--- src/rtl/spfi_pkg.sv ---
package spfi_pkg;
   // register addresses
   localparam int A_CTRL  = 0;
   localparam int A_TXDAT = 1;
   localparam int A_RXDAT = 2;
   localparam int A_STAT  = 3;
   localparam int A_IEN   = 4;
   localparam int A_ISTAT = 5;
   localparam int A_ICLR  = 6;
   // control word fields
   localparam int CTL_TXFL   = 0;
   localparam int CTL_RXFL   = 1;
   localparam int CTL_TXTH_L = 4;
   localparam int CTL_RXTH_L = 8;
   // event indices
   typedef enum int {
      EV_TXDONE = 0,
      EV_RXLVL  = 1,
      EV_OVR    = 2
   } ev_idx_e;
   localparam int NUM_EV    = 3;
   localparam int ISTAT_RAW = 3;
endpackage

--- src/rtl/spfi_fifo.sv ---
module spfi_fifo #(
   parameter int WIDTH = 32,
   parameter int DEPTH = 8,
   localparam int PTR_W = $clog2(DEPTH),
   localparam int CNT_W = $clog2(DEPTH + 1)
) (
   input  logic             clk,
   input  logic             rst_n,
   input  logic             flush,
   input  logic             push,
   input  logic [WIDTH-1:0] push_data,
   input  logic             pop,
   output logic [WIDTH-1:0] head,
   output logic [CNT_W-1:0] count,
   output logic             full,
   output logic             empty
);
   logic [WIDTH-1:0] mem [DEPTH];
   logic [PTR_W-1:0] wr_ptr, rd_ptr;
   logic             push_ok, pop_ok;

   assign full    = (count == CNT_W'(DEPTH));
   assign empty   = (count == '0);
   assign push_ok = push && !full;
   assign pop_ok  = pop && !empty;
   assign head    = empty ? '0 : mem[rd_ptr];

   always_ff @(posedge clk) begin
      if (push_ok) mem[wr_ptr] <= push_data;
   end

   always_ff @(posedge clk) begin
      if (!rst_n || flush) begin
         wr_ptr <= '0;
         rd_ptr <= '0;
         count  <= '0;
      end else begin
         if (push_ok) wr_ptr <= wr_ptr + 1'b1;
         if (pop_ok)  rd_ptr <= rd_ptr + 1'b1;
         case ({push_ok, pop_ok})
            2'b10:   count <= count + 1'b1;
            2'b01:   count <= count - 1'b1;
            default: count <= count;
         endcase
      end
   end
endmodule

--- src/rtl/spfi_evt.sv ---
module spfi_evt #(
   parameter int NSRC = 3
) (
   input  logic            clk,
   input  logic            rst_n,
   input  logic [NSRC-1:0] set_i,
   input  logic [NSRC-1:0] clr_i,
   input  logic            en_wr,
   input  logic [NSRC-1:0] en_d,
   output logic [NSRC-1:0] flags_o,
   output logic [NSRC-1:0] en_o,
   output logic            irq_o
);
   for (genvar i = 0; i < NSRC; i++) begin : g_src
      always_ff @(posedge clk) begin
         if (!rst_n) flags_o[i] <= 1'b0;
         else        flags_o[i] <= (flags_o[i] & ~clr_i[i]) | set_i[i];
      end
      always_ff @(posedge clk) begin
         if (!rst_n)     en_o[i] <= 1'b0;
         else if (en_wr) en_o[i] <= en_d[i];
      end
   end

   always_ff @(posedge clk) begin
      if (!rst_n) irq_o <= 1'b0;
      else        irq_o <= |(flags_o & en_o);
   end
endmodule

--- src/rtl/spfi_ctrl.sv ---
module spfi_ctrl
   import spfi_pkg::*;
#(
   parameter int DATA_W = 32,
   parameter int DEPTH  = 8,
   parameter int THR_W  = 4,
   parameter int ADDR_W = 4,
   localparam int CNT_W = $clog2(DEPTH + 1)
) (
   input  logic              clk,
   input  logic              rst_n,
   input  logic              reg_we,
   input  logic              reg_re,
   input  logic [ADDR_W-1:0] reg_addr,
   input  logic [DATA_W-1:0] reg_wdata,
   output logic [DATA_W-1:0] reg_rdata,
   input  logic              eng_tx_pop,
   output logic [DATA_W-1:0] eng_tx_data,
   output logic              eng_tx_valid,
   input  logic              eng_rx_push,
   input  logic [DATA_W-1:0] eng_rx_data,
   input  logic              eng_idle,
   output logic              irq
);
   if (DEPTH < 2 || (DEPTH & (DEPTH - 1)) != 0) begin : g_bad_depth
      $error("spfi_ctrl: DEPTH must be a power of two >= 2");
   end
   if (DEPTH >= (1 << THR_W)) begin : g_bad_thr
      $error("spfi_ctrl: THR_W too narrow for DEPTH");
   end
   if (DATA_W < CTL_RXTH_L + THR_W) begin : g_bad_width
      $error("spfi_ctrl: DATA_W too narrow for control word");
   end

   logic              ctrl_wr, tx_wr, rx_rd, ien_wr, iclr_wr;
   logic [THR_W-1:0]  tx_thr, rx_thr;
   logic [CNT_W-1:0]  tx_cnt, rx_cnt;
   logic              tx_full, tx_empty, rx_full, rx_empty;
   logic [DATA_W-1:0] rx_head;
   logic              rx_raw;
   logic [NUM_EV-1:0] ev_set, ev_clr, irq_flags, irq_en;

   assign ctrl_wr = reg_we && (reg_addr == ADDR_W'(A_CTRL));
   assign tx_wr   = reg_we && (reg_addr == ADDR_W'(A_TXDAT));
   assign rx_rd   = reg_re && (reg_addr == ADDR_W'(A_RXDAT));
   assign ien_wr  = reg_we && (reg_addr == ADDR_W'(A_IEN));
   assign iclr_wr = reg_we && (reg_addr == ADDR_W'(A_ICLR));

   always_ff @(posedge clk) begin
      if (!rst_n) begin
         tx_thr <= '0;
         rx_thr <= '0;
      end else if (ctrl_wr) begin
         tx_thr <= reg_wdata[CTL_TXTH_L +: THR_W];
         rx_thr <= reg_wdata[CTL_RXTH_L +: THR_W];
      end
   end

   spfi_fifo #(.WIDTH(DATA_W), .DEPTH(DEPTH)) u_txq (
      .clk       (clk),
      .rst_n     (rst_n),
      .flush     (ctrl_wr && reg_wdata[CTL_TXFL]),
      .push      (tx_wr),
      .push_data (reg_wdata),
      .pop       (eng_tx_pop),
      .head      (eng_tx_data),
      .count     (tx_cnt),
      .full      (tx_full),
      .empty     (tx_empty)
   );

   spfi_fifo #(.WIDTH(DATA_W), .DEPTH(DEPTH)) u_rxq (
      .clk       (clk),
      .rst_n     (rst_n),
      .flush     (ctrl_wr && reg_wdata[CTL_RXFL]),
      .push      (eng_rx_push),
      .push_data (eng_rx_data),
      .pop       (rx_rd),
      .head      (rx_head),
      .count     (rx_cnt),
      .full      (rx_full),
      .empty     (rx_empty)
   );

   assign eng_tx_valid = !tx_empty;
   assign rx_raw = (rx_thr != '0) && (int'(rx_cnt) >= int'(rx_thr));

   always_comb begin
      ev_set            = '0;
      ev_set[EV_TXDONE] = tx_empty && eng_idle;
      ev_set[EV_RXLVL]  = rx_raw;
      ev_set[EV_OVR]    = eng_rx_push && rx_full;
      ev_clr            = iclr_wr ? reg_wdata[NUM_EV-1:0] : '0;
   end

   spfi_evt #(.NSRC(NUM_EV)) u_evt (
      .clk     (clk),
      .rst_n   (rst_n),
      .set_i   (ev_set),
      .clr_i   (ev_clr),
      .en_wr   (ien_wr),
      .en_d    (reg_wdata[NUM_EV-1:0]),
      .flags_o (irq_flags),
      .en_o    (irq_en),
      .irq_o   (irq)
   );

   always_comb begin
      reg_rdata = '0;
      case (int'(reg_addr))
         A_CTRL: begin
            reg_rdata[CTL_TXTH_L +: THR_W] = tx_thr;
            reg_rdata[CTL_RXTH_L +: THR_W] = rx_thr;
         end
         A_RXDAT: reg_rdata = rx_head;
         A_STAT:  reg_rdata[0] = !rx_empty;
         A_IEN:   reg_rdata[NUM_EV-1:0] = irq_en;
         A_ISTAT: begin
            reg_rdata[NUM_EV-1:0] = irq_flags;
            reg_rdata[ISTAT_RAW]  = rx_raw;
         end
         default: reg_rdata = '0;
      endcase
   end
endmodule

--- config.mk ---
export PLATFORM = sky130hd
export DESIGN_NAME = spfi_ctrl
export DESIGN_NICKNAME = d
export VERILOG_FILES = /design/src/rtl/spfi_pkg.sv /design/src/rtl/spfi_fifo.sv /design/src/rtl/spfi_evt.sv /design/src/rtl/spfi_ctrl.sv
export SDC_FILE = /design/constraint.sdc
export NUM_CORES = 1
export LEC_CHECK = 0
export ABC_AREA = 1
export BUFFER_PORTS_ARGS = -buffer_cell sky130_fd_sc_hd__buf_4
export CORE_MARGIN = 4
export CORE_UTILIZATION = 40
export CTS_CLUSTER_SIZE = 14
export DETAILED_ROUTE_END_ITERATION = 8
export GPL_ROUTABILITY_DRIVEN = 1
export GPL_TIMING_DRIVEN = 0
export PLACE_DENSITY = 0.65
export SYNTH_ARGS = -nofsm -noshare
export SYNTH_HDL_FRONTEND = slang
export SYNTH_SLANG_ARGS = --single-unit
--- constraint.sdc ---
create_clock -name clk -period 4.9 [get_ports clk]
set_input_delay 0.245 -clock clk [delete_from_list [all_inputs] [get_ports clk]]
set_output_delay 0.245 -clock clk [all_outputs]
set_load 0.1 [all_outputs]
==> out/results.env, run 1 <==
YOSYS_MOST_USED_DFF='sky130_fd_sc_hd__edfxtp_1'
DIE_Y_UM=243
VDD.IR_DROP.WORST_V=0.000476
AREA.GROWTH.SYNTH_TO_FINAL_PCT=21.6
SYNTH_EDF_COUNT=512
TOTALNEGATIVESETUPSLACK_NS=0
WHS_PATH_DEPTH=6
PATH_CLK_SLEW_NS=0.06
CTS_NUM_SINKS=553
DRTANTENNAVIOLNETS=0
POST-ROUTE-MIN-PERIOD_NS=3.22
DETAILEDROUTE.FIRSTITERATIONVIOLATIONS=1317
POWER_SWITCHING_SHARE_PCT=33.6
GRTUSAGEMET3_PCT=3.49
OUTCOME='completed'
POST_CTS_RESIZE_COUNT=0
GRT.BUSIEST_LAYER='met2'
TOTAL_SWITCHING_POWER_uW=4160
FLOORPLAN.DIE.WIDTH_UM=243
RSZ0062_AT_GRT='false'
WORST_SETUP_PATH_START_KIND='flop'
VIAS=14800
CORE_AREA_UM2=54200
INITIAL_CORE_UTIL_PCT=40.7
DRT-WIRELENGTH-PER-CELL_UM=20.4
POST-DP-HPWL_MM=37.3
POWER-PER-CELL-AREA_nW_PER_UM2=460
TIMING.CRITICAL_PATH.REQUIRED_NS=4.66
CORE.ROWCOUNT=85
PRE_CTS_WS_NS=2.33
TIGHTESTPINTRANSITION_NS=0.684
DETAIL_ROUTE.WIRELENGTH_MM=56.8
ANTENNA_VIOLATIONS_BEFORE_REPAIR=5
YOSYS-TOP-CELLS-COUNT='512 x sky130_fd_sc_hd__edfxtp_1, 415 x sky130_fd_sc_hd__nor2_1, 210 x sky130_fd_sc_hd__o21ai_0, 129 x sky130_fd_sc_hd__o21ai_1, 72 x sky130_fd_sc_hd__o22ai_1'
YOSYSUNIQUECELLTYPES=36
DETAILED_PLACE.AREA_UM2=24500
GRT.OVERFLOW.TOTAL=0
FINAL_WORST_SETUP_SLACK_NS=1.68
GRT_UTIL_ALL_LAYERS_PCT=18.7
DRIVE_GT1_SHARE_PCT=15.5
REPORT.FINAL.SLEW_VIOL_COUNT=0
SYNTH-SEQ-CELLS=553
CTS_TREE='done'
YOSYSSEQAREASHARE_PCT=73.4
POST-SYNTH-TOP-AREA-FRACTION_PCT=69.7
WORST_HOLD_PATH_TYPE='primary input to flop'
TIMING.FMAX_GHz=0.311
SYNTH.CELL_AREA_UM2=22100
FINAL_NON_FILLER_CELL_TOTAL=2785
HOLD_VIOL=0
POWER.SHARE.CLOCK_PCT=31.4
COMBPWRFRAC_PCT=25.8
INSERTION_DELAY_NS=0.59
CLOCK_TREE.BUFFER_DEPTH=3
GROUTE.LAYER.MET2.USAGE_PCT=33.1
CTS-HTREE-LEVELS=2
CP.ARRIVAL_NS=2.97
GRT_FIRST_PASS_WIRELENGTH_MM=86.8
DRC=0
TOTAL_POWER_uW=12400
SYNTHARSTFLOPSHARE_PCT=0
FINALSETUPVIOLATIONS=0
GLOBALROUTEMET1UTIL_PCT=23.4
CRIT_CHAIN='nor2_1 > nand2_1 > nor2_2 > nor2_1 > buf_2 > nand3_1 > o21ai_1 > buf_4'
YS_TOP_CELLS_BY_AREA='sky130_fd_sc_hd__edfxtp_1 70%, sky130_fd_sc_hd__nor2_1 7.1%, sky130_fd_sc_hd__o21ai_0 4.8%'
CLK_TREE_ROOT_CELL='sky130_fd_sc_hd__clkbuf_16'
DIE_AREA_UM2=59000
GATE_COUNT_POST_SYNTH=1757
AVGVIACOUNTPERCELL=5.32
VIA_COUNT_OF_THE_FIRST_GLOBAL_ROUTING_PASS=15000
CRITPATHMAXSTAGEDELAY_NS=0.46
NNETSFINAL=2128
POST-PLACE-CELLS=2609
FILLER_CELLS_INSERTED=4676
TIMING.CLOCK.SKEW_NS=0.0143
CPMOSTUSEDCELL='sky130_fd_sc_hd__nor2_1'
FIN_AREA_UM2=26800
WORST-R2R-CELL-COUNT=6
CRITPATHMAXFANOUT=10
CELL_INTERNAL_PWR_uW=8200
POWER.SHARE.SEQUENTIAL_PCT=42.8
NUM_IO_PINS=141
YS_WARN_COUNT=0
CRITICAL_PATH_CELL_COUNT=8
CTS_INSERTED_BUFFERS=53
GP_ROUTABILITY_CONGESTION=0.799
FIRST_PASS_ITERS=5
PATH_DELAY_FAMILY='simple AND/OR/NAND/NOR gates'
SLEW_HEADROOM_PCT=54.3
TIMING_WORST_SETUP_PATH_TYPE='flop to output pin'
CRIT_PATH_TOP_DELAY_CELL='sky130_fd_sc_hd__dfxtp_1'
POWER.STATIC_LEAKAGE_uW=0.00918
ENDPOINT_KIND='output pin'
MAPPEDNETLISTNETS=1846
NUMBER_OF_VIOLATIONS_OF_THE_MAX_CAPACITANCE_LIMIT=0
SYNTH_MOST_COMMON_CELL='sky130_fd_sc_hd__edfxtp_1'
MAXIMUM_NUMBER_OF_PINS_ON_ONE_NET_BEFORE_GLOBAL_ROUTE_REPAIR=25
FINAL_MIN_PERIOD_OVER_CLOCK_PERIOD_PCT=65.6
POSTSYNTHAREAPERCELL_UM2=12.6
YOSYSTOPAREACELL='sky130_fd_sc_hd__edfxtp_1'
IO_BUFFER_COUNT=140
CP.BUFFERS_INVERTERS=2
## stage by stage
| stage | util (%) | hold WS, ns |
|---|---|---|
| 2_1_floorplan | - | 0.344 |
| 3_3_place_gp | 44.2 | 0.445 |
| 3_5_place_dp | 45.1 | 0.456 |
| 4_1_cts | 49.4 | 0.0824 |
| 5_1_grt | 49.4 | 0.149 |
| 6_report | 49.5 | 0.115 |
## power groups by stage
stage / Clock [uW] / Sequential [uW] / Combinational (uW)
2_1_floorplan: 0 / 5370 / 2270
3_3_place_gp: 0 / 5380 / 3090
3_5_place_dp: 0 / 5380 / 3150
4_1_cts: 3940 / 5280 / 3210
5_1_grt: 4140 / 5290 / 3420
6_report: 3880 / 5280 / 3190
## per-layer routing
metal / share of wire (%) / vias to the layer above / wire length [um]
met3: 6.3 / 102 / 3590
met4: 2.6 / 0 / 1450
met1: 40 / 7222 / 22900
met5: 0 / - / 0
li1: - / 6970 / -
met2: 51 / 528 / 28900
## cell usage in the layout, fill, tap and decap left out, types with 40 or more instances in the layout
cell type                       count
sky130_fd_sc_hd__edfxtp_1         512
sky130_fd_sc_hd__nor2_1           399
sky130_fd_sc_hd__o21ai_0          210
sky130_fd_sc_hd__buf_4            151
sky130_fd_sc_hd__o21ai_1          129
sky130_fd_sc_hd__o22ai_1           72
sky130_fd_sc_hd__dlygate4sd3_1     71
sky130_fd_sc_hd__clkbuf_1          60
sky130_fd_sc_hd__nand2_1           56
sky130_fd_sc_hd__clkbuf_16         55
sky130_fd_sc_hd__dfxtp_1           41
sky130_fd_sc_hd__inv_1             40
## tightest hold or removal path, cell delays in order
cell and delay, ns:
sky130_fd_sc_hd__buf_4 0.09, sky130_fd_sc_hd__nor2_2 0.06, sky130_fd_sc_hd__inv_2 0.08, sky130_fd_sc_hd__nor4_4 0.06
sky130_fd_sc_hd__nand3_1 0.07, sky130_fd_sc_hd__a21oi_1 0.06
## final cells by class
type                    count  area [um2]  share of cell area, %
repair buffers            227        2120                   7.90
plain buffers             101         499                   1.86
clock inverters            24         166                  0.620
well taps                 696         871                   3.25
clock buffers              73        1460                   5.46
flip-flops and latches    553       16200                   60.4
multi-input cells        1050        5300                   19.7
diodes                      8        20.0                 0.0746
inverters                  53         199                  0.741
## flip-flops by register name (all words and copies together) (netlist names), 4 cells and up, named ones only
name and count:
u_txq.mem 256, tx_thr 4, rx_thr 4, u_rxq.mem 256, u_txq.count 4, u_rxq.count 4
## timing repair
item | in CTS | in global routing
hold buffers | 71 | 0
setup buffers | 0 | 0
endpoints found under the hold margin | 523 | 0
## cells by family after synthesis
family	Yosys count	synth area share, %
compound gates	476	11.6
xor+xnor	4	0.159
fa+ha+maj	14	0.794
buf+inv	154	3.16
flops	553	73.4
mux	32	1.45
simple gates	524	9.49
## final timing paths
path / from / endpoint / slack (ns)
hold / removal: reg_addr[2] / u_txq.wr_ptr[2] / 0.12
hold reg to reg: u_txq.rd_ptr[2] / flop / 0.46
setup / recovery: u_rxq.count[1] / reg_rdata[3] / 1.68
setup reg to reg: u_rxq.count[1] / u_rxq.mem[4][8] / 2.55
Power figures use the tool's default switching activity.
==> run 2: changes to the inputs <==
ABC_AREA = 0   (was 1)
PLACE_DENSITY = 0.66   (was 0.65)
clock period = 3.4 ns   (was 4.9 ns; I/O delays follow)
==> run 2 against run 1 <==
  * Via count down 27%
  * First-iteration DRC count fell by 47%
  * Non-clock buffer count shrank 39
  * Die area shrank 2.3%
  * Core utilization increased by 1.0 points
  * Combinational power shrank 70%
  * Synthesized cell count shrank 40%
  * Sequential cell count did not move
  * Final area fell by 0.33%
  * Register-to-register slack worse by 2.0 ns
  * Global-route usage decreased by 2.7 points
  * Worst setup slack lost 1.3 ns
==> out/results.env, run 2 <==
TOTALNEGATIVESETUPSLACK_NS=0
DETAIL_ROUTE.WIRELENGTH_MM=45.8
MULTI_INPUT_GATE_AREA_IN_THE_FINAL_LAYOUT_UM2=5210
YOSYS-TOP-CELLS-COUNT='512 x sky130_fd_sc_hd__edfxtp_1, 128 x sky130_fd_sc_hd__mux4_2, 86 x sky130_fd_sc_hd__nor2_1, 68 x sky130_fd_sc_hd__mux2i_1, 41 x sky130_fd_sc_hd__dfxtp_1'
VIAS=10900
POSTSYNTHAREAPERCELL_UM2=20.4
AVGVIACOUNTPERCELL=5.20
WORST-R2R-CELL-COUNT=12
CP.ARRIVAL_NS=2.89
SLEW_HEADROOM_PCT=38.5
YS_TOP_CELLS_BY_AREA='sky130_fd_sc_hd__edfxtp_1 71%, sky130_fd_sc_hd__mux4_2 13%, sky130_fd_sc_hd__dfxtp_1 3.8%'
CTS.HOLD.BUFFERS_ADDED=71
TOP_REGS='u_rxq.mem (256), u_txq.mem (256)'
GRT_FIRST_PASS_WIRELENGTH_MM=70.1
PATH_DELAY_FAMILY='buffers and inverters'
VIA_COUNT_OF_THE_FIRST_GLOBAL_ROUTING_PASS=11400
DRTANTENNAVIOLNETS=0
POST-ROUTE-UTIL_PCT=50.5
WHS_PATH_DEPTH=4
LAYOUT.CELLS.MOST_COMMON_LIST='512 x sky130_fd_sc_hd__edfxtp_1, 147 x sky130_fd_sc_hd__buf_4, 128 x sky130_fd_sc_hd__mux4_2'
YOSYS_MOST_USED_DFF='sky130_fd_sc_hd__edfxtp_1'
POST-SYNTH-TOP-AREA-FRACTION_PCT=71.4
SYNTH-SEQ-CELLS=553
YS_WARN_COUNT=0
CRITPATHMAXFANOUT=10
TIMING.CLOCK.SKEW_NS=0.0175
CTS_NUM_SINKS=553
ANTENNA_VIOLATIONS_BEFORE_REPAIR=3
CTS-HTREE-LEVELS=2
SYNTHARSTFLOPSHARE_PCT=0
REPORT.FINAL.SLEW_VIOL_COUNT=0
FINALSETUPVIOLATIONS=0
INSERTION_DELAY_NS=0.59
GRT.OVERFLOW.TOTAL=0
IO_BUFFER_COUNT=140
TIGHTESTPINTRANSITION_NS=0.923
FINAL_MIN_PERIOD_OVER_CLOCK_PERIOD_PCT=89.9
CTS_INSERTED_BUFFERS=56
SYNTH_EDF_COUNT=512
WORST_HOLD_PATH_TYPE='primary input to flop'
MAXIMUM_NUMBER_OF_PINS_ON_ONE_NET_BEFORE_GLOBAL_ROUTE_REPAIR=24
DETAILEDROUTE.FIRSTITERATIONVIOLATIONS=698
CTS_SETUP_BUFFERS=0
RSZ0062_AT_GRT='false'
FIRST_PASS_ITERS=4
FINAL_NON_FILLER_CELL_TOTAL=2090
POST-ROUTE-MIN-PERIOD_NS=3.06
PATH_CLK_SLEW_NS=0.06
DIE_Y_UM=240
FLOORPLAN.DIE.WIDTH_UM=240
CORE_AREA_UM2=53000
CTS_TREE='done'
CRITPATHMAXSTAGEDELAY_NS=0.59
GRT_UTIL_ALL_LAYERS_PCT=16.0
NUMBER_OF_VIOLATIONS_OF_THE_MAX_CAPACITANCE_LIMIT=0
INITIAL_CORE_UTIL_PCT=40.7
NNETSFINAL=1442
CLK_TREE_ROOT_CELL='sky130_fd_sc_hd__clkbuf_16'
VDD.IR_DROP.WORST_V=0.000443
WORST_HOLD_SLACK_NS=0.117
FILLER_CELLS_INSERTED=4237
TIMING.CRITICAL_PATH.REQUIRED_NS=3.23
POST-DP-HPWL_MM=30.3
DIE_AREA_UM2=57600
GATE_COUNT_POST_SYNTH=1056
REGISTER_AREA_UM2=16200
DRC=0
NUM_IO_PINS=141
CPMOSTUSEDCELL='sky130_fd_sc_hd__clkbuf_1'
CLOCK_TREE.BUFFER_DEPTH=3
YOSYSSEQAREASHARE_PCT=75.2
HOLD_VIOL=0
CRIT_PATH_TOP_DELAY_CELL='sky130_fd_sc_hd__clkbuf_1'
GP_ROUTABILITY_CONGESTION=0.717
ENDPOINT_KIND='output pin'
POWER.STATIC_LEAKAGE_uW=0.00869
MAPPEDNETLISTNETS=1145
SYNTH.CELL_AREA_UM2=21500
MOSTFREQUENTLAYOUTCELL='sky130_fd_sc_hd__edfxtp_1'
YOSYSUNIQUECELLTYPES=57
YOSYSTOPAREACELL='sky130_fd_sc_hd__edfxtp_1'
CORE.ROWCOUNT=84
CP.BUFFERS_INVERTERS=3
WORST_SETUP_PATH_START_KIND='flop'
CRIT_CHAIN='clkbuf_1 > clkbuf_1 > mux4_2 > mux2i_1 > nor2_1 > buf_4'
POST_CTS_RESIZE_COUNT=0
DRT-WIRELENGTH-PER-CELL_UM=21.9
TIMING.FMAX_GHz=0.327
OUTCOME='completed'
AREA.GROWTH.SYNTH_TO_FINAL_PCT=24.1
DRIVE_GT1_SHARE_PCT=31.9
TIMING_WORST_SETUP_PATH_TYPE='flop to output pin'
SYNTH_MOST_COMMON_CELL='sky130_fd_sc_hd__edfxtp_1'
TOTAL_POWER_uW=14500
POWER-PER-CELL-AREA_nW_PER_UM2=544
CRITICAL_PATH_CELL_COUNT=6
POST-PLACE-CELLS=1912
==> run 2: cell types whose count changed in the layout (fill, tap and decap cells not counted), sizes merged, moves of 36 or more <==
cell   change
inv       -37
mux2i     +36
mux4     +128
nor2     -332
o21ai    -334
o22ai     -67
==> run 2: layout make-up <==
| class | instances | share of cell area (%) |
|---|---|---|
| Sequential cell | 553 | 60.6 |
| Inverter | 11 | 0.154 |
| Clock inverter | 38 | 1.35 |
| Buffer | 50 | 0.973 |
| Tap cell | 688 | 3.22 |
| Multi-Input combinational cell | 442 | 19.5 |
| Antenna cell | 3 | 0.0281 |
| Timing Repair Buffer | 239 | 8.78 |
| Clock buffer | 66 | 5.46 |
==> run 2: where the power goes <==
| group | internal [uW] | total, uW | switching [uW] |
|---|---|---|---|
| combinational | 354 | 954 | 600 |
| clock | 3530 | 6060 | 2530 |
| sequential | 7510 | 7530 | 26.7 |
==> run 2: cell families (layout without fill, tap and decap cells) <==
family / after synthesis / after routing / synth area share (%)
fa+ha+maj: 14 / 14 / 0.813
mux: 198 / 198 / 16.6
buf+inv: 61 / 404 / 1.40
flops: 553 / 553 / 75.2
simple gates: 165 / 165 / 3.76
xor+xnor: 12 / 12 / 0.488
compound gates: 53 / 53 / 1.71
other cells: 0 / 3 / 0
==> run 2: path summary, 6_finish.rpt <==
path	startpoint	end	slack (ns)
max	flop	eng_tx_data[2]	0.34
min	reg_we	rx_thr[1]	0.12
max reg2reg	u_txq.count[0]	u_txq.count[2]	0.51
min reg2reg	tx_thr[3]	tx_thr[3]	0.48
==> run 2: stage by stage <==
| stage | setup WS, ns | instance area (um2) |
|---|---|---|
| 6_report | 0.342 | 26700 |
| 5_1_grt | 0.157 | 26700 |
| 4_1_cts | 0.211 | 26700 |
| 3_5_place_dp | 0.509 | 24200 |
| 3_3_place_gp | -1.57 | 23500 |
| 2_1_floorplan | 0.0141 | 21600 |
==> run 2: metal layers <==
metal  up-vias  GRT usage [%]  part of all wire [%]
met1      5638           21.1                    41
met3        56           3.37                   5.9
met5         -              0                     0
li1       4907              -                     -
met4         0           3.66                   1.5
met2       267           27.7                    51
==> run 2: worst register-to-register path: cells and delay by family (launching register included) <==
| family | cells | cell delay, ns |
|---|---|---|
| adder cells (fa/ha/maj) | 2 | 0.46 |
| buffers and inverters | 2 | 0.28 |
| flip-flops | 1 | 0.36 |
| XOR/XNOR | 2 | 0.25 |
| AND/OR/NAND/NOR | 4 | 1.18 |
| AO/OA/AOI/OAI | 2 | 0.28 |
==> run 3: changes to the inputs <==
CORE_UTILIZATION = 37   (was 40)
PLACE_DENSITY = 0.62   (was 0.66)
==> run 3 against run 2 <==
  * Register-to-register slack got worse by 0.02 ns
  * Worst setup slack got worse by 0.12 ns
  * First-iteration DRC count rose by 6.3%
  * Global-route usage fell by 1.1 points
  * Non-clock buffer count fell by 1
  * Critical path depth did not move
  * Combinational power fell by 0.6%
  * Maximum frequency fell by 3.6%
  * Final area rose by 0.12%
  * Count of clock-buffer cells in the layout rose by 8
  * Total power rose by 0.10%
  * Clock skew fell by 0.0014 ns
  * Critical endpoint is now reg_rdata[12]
==> out/results.env, run 3 (synthesis gave the netlist of run 2 again) <==
HOLD_START='reg_we'
GRT.OVERFLOW.TOTAL=0
ANTENNA_VIOLATIONS_BEFORE_REPAIR=7
INITIAL_CORE_UTIL_PCT=37.3
R2R_START='u_txq.count[1]'
CTS.HOLD.BUFFERS_ADDED=70
CTS-HTREE-LEVELS=2
WORST_HOLD_PATH_TYPE='primary input to flop'
VDD.IR_DROP.WORST_V=0.000422
MAXIMUM_NUMBER_OF_PINS_ON_ONE_NET_BEFORE_GLOBAL_ROUTE_REPAIR=24
DRC=0
POWER-PER-CELL-AREA_nW_PER_UM2=544
POST-ROUTE-UTIL_PCT=46.4
CRIT_PATH_TOP_DELAY_CELL='sky130_fd_sc_hd__clkbuf_1'
CRIT_CHAIN='buf_2 > clkbuf_1 > mux4_2 > mux2i_1 > nor2_1 > buf_4'
TIMING_WORST_SETUP_PATH_TYPE='flop to output pin'
FIRST_PASS_ITERS=5
ENDPOINT_KIND='output pin'
CTS_TREE='done'
DETAILEDROUTE.FIRSTITERATIONVIOLATIONS=742
WORST_SETUP_PATH_START_KIND='flop'
GP_ROUTABILITY_CONGESTION=0.721
PATH_CLK_SLEW_NS=0.06
NUMBER_OF_VIOLATIONS_OF_THE_MAX_CAPACITANCE_LIMIT=0
PATH_DELAY_FAMILY='buffers and inverters'
REPORT.FINAL.SLEW_VIOL_COUNT=0
POST-ROUTE-MIN-PERIOD_NS=3.17
GRT_FIRST_PASS_WIRELENGTH_MM=71.7
POST-PLACE-CELLS=1989
LAYOUT.CELLS.MOST_COMMON_LIST='512 x sky130_fd_sc_hd__edfxtp_1, 147 x sky130_fd_sc_hd__buf_4, 128 x sky130_fd_sc_hd__mux4_2'
TIGHTESTPINTRANSITION_NS=0.932
CLK_TREE_ROOT_CELL='sky130_fd_sc_hd__clkbuf_16'
RSZ0062_AT_GRT='false'
DRTANTENNAVIOLNETS=0
POST-DP-HPWL_MM=30.8
FLOORPLAN.DIE.WIDTH_UM=249
WORST_HOLD_SLACK_NS=0.112
FINAL_MIN_PERIOD_OVER_CLOCK_PERIOD_PCT=93.3
DIE_Y_UM=249
CTS_INSERTED_BUFFERS=55
AVGVIACOUNTPERCELL=5.02
NUM_IO_PINS=141
FINAL_NON_FILLER_CELL_TOTAL=2165
CRITPATHMAXSTAGEDELAY_NS=0.71
AREA.GROWTH.SYNTH_TO_FINAL_PCT=24.3
MOSTFREQUENTLAYOUTCELL='sky130_fd_sc_hd__edfxtp_1'
TIMING.CLOCK.SKEW_NS=0.0161
CP.BUFFERS_INVERTERS=3
NNETSFINAL=1440
SLEW_HEADROOM_PCT=37.6
IO_BUFFER_COUNT=140
DRIVE_GT1_SHARE_PCT=30.9
POWER.STATIC_LEAKAGE_uW=0.00864
CRITPATHMAXFANOUT=10
VIAS=10900
CTS_NUM_SINKS=553
TOP_REGS='u_rxq.mem (256), u_txq.mem (256)'
POST_CTS_RESIZE_COUNT=0
FINALSETUPVIOLATIONS=0
CORE.ROWCOUNT=88
OUTCOME='completed'
TIMING.CRITICAL_PATH.REQUIRED_NS=3.23
HOLD_VIOL=0
CTS_SETUP_BUFFERS=0
TIMING.FMAX_GHz=0.315
CP.ARRIVAL_NS=3.00
VIA_COUNT_OF_THE_FIRST_GLOBAL_ROUTING_PASS=11600
TOTALNEGATIVESETUPSLACK_NS=0
DRT-WIRELENGTH-PER-CELL_UM=21.6
DIE_AREA_UM2=62200
DETAIL_ROUTE.WIRELENGTH_MM=46.7
CORE_AREA_UM2=57700
CLOCK_TREE.BUFFER_DEPTH=3
GRT_UTIL_ALL_LAYERS_PCT=14.9
INSERTION_DELAY_NS=0.59
[run 3: layout make-up]
class,instances,area (um2)
Fill cell,4888,30900
Clock inverter,28,320
Multi-Input combinational cell,442,5210
Inverter,11,41.3
Antenna cell,4,10.0
Tap cell,765,957
Sequential cell,553,16200
Clock buffer,74,1490
Buffer,50,260
Timing Repair Buffer,238,2290
[run 3: path summary, 6_finish.rpt]
kind | end | slack, ns | cells after the start
max | reg_rdata[12] | 0.23 | 6
min | rx_thr[0] | 0.11 | 4
max reg2reg | u_txq.count[2] | 0.49 | 12
min reg2reg | tx_thr[2] | 0.47 | 2
[run 3: routing by layer]
metal  vias to the layer above  GRT usage (%)  wire length, um
li1                       4909              -                -
met1                      5621           20.1            20000
met2                       285           24.8            22900
met3                        53           3.98             3130
met4                         8           2.95              583
met5                         -              0               46
[run 3: through the flow]
step	power, uW	cell area [um2]	worst slack (ns)
after floorplan	8230	21600	0.0141
after global placement	8520	23600	-1.69
after detailed placement	8570	24300	0.431
after CTS	14700	26800	0.121
after global routing	15100	26800	0.0616
final	14600	26800	0.227
[run 3: worst min-delay path, stage by stage]
cell and delay [ns]:
sky130_fd_sc_hd__buf_4 0.12, sky130_fd_sc_hd__nand2_1 0.19, sky130_fd_sc_hd__nand2_1 0.12, sky130_fd_sc_hd__a21oi_1 0.05
[run 3: power by group]
group	total [uW]	switching (uW)	internal, uW
Clock	6080	2480	3600
Sequential	7530	26.9	7510
Combinational	948	602	347
Total	14600	3110	11500
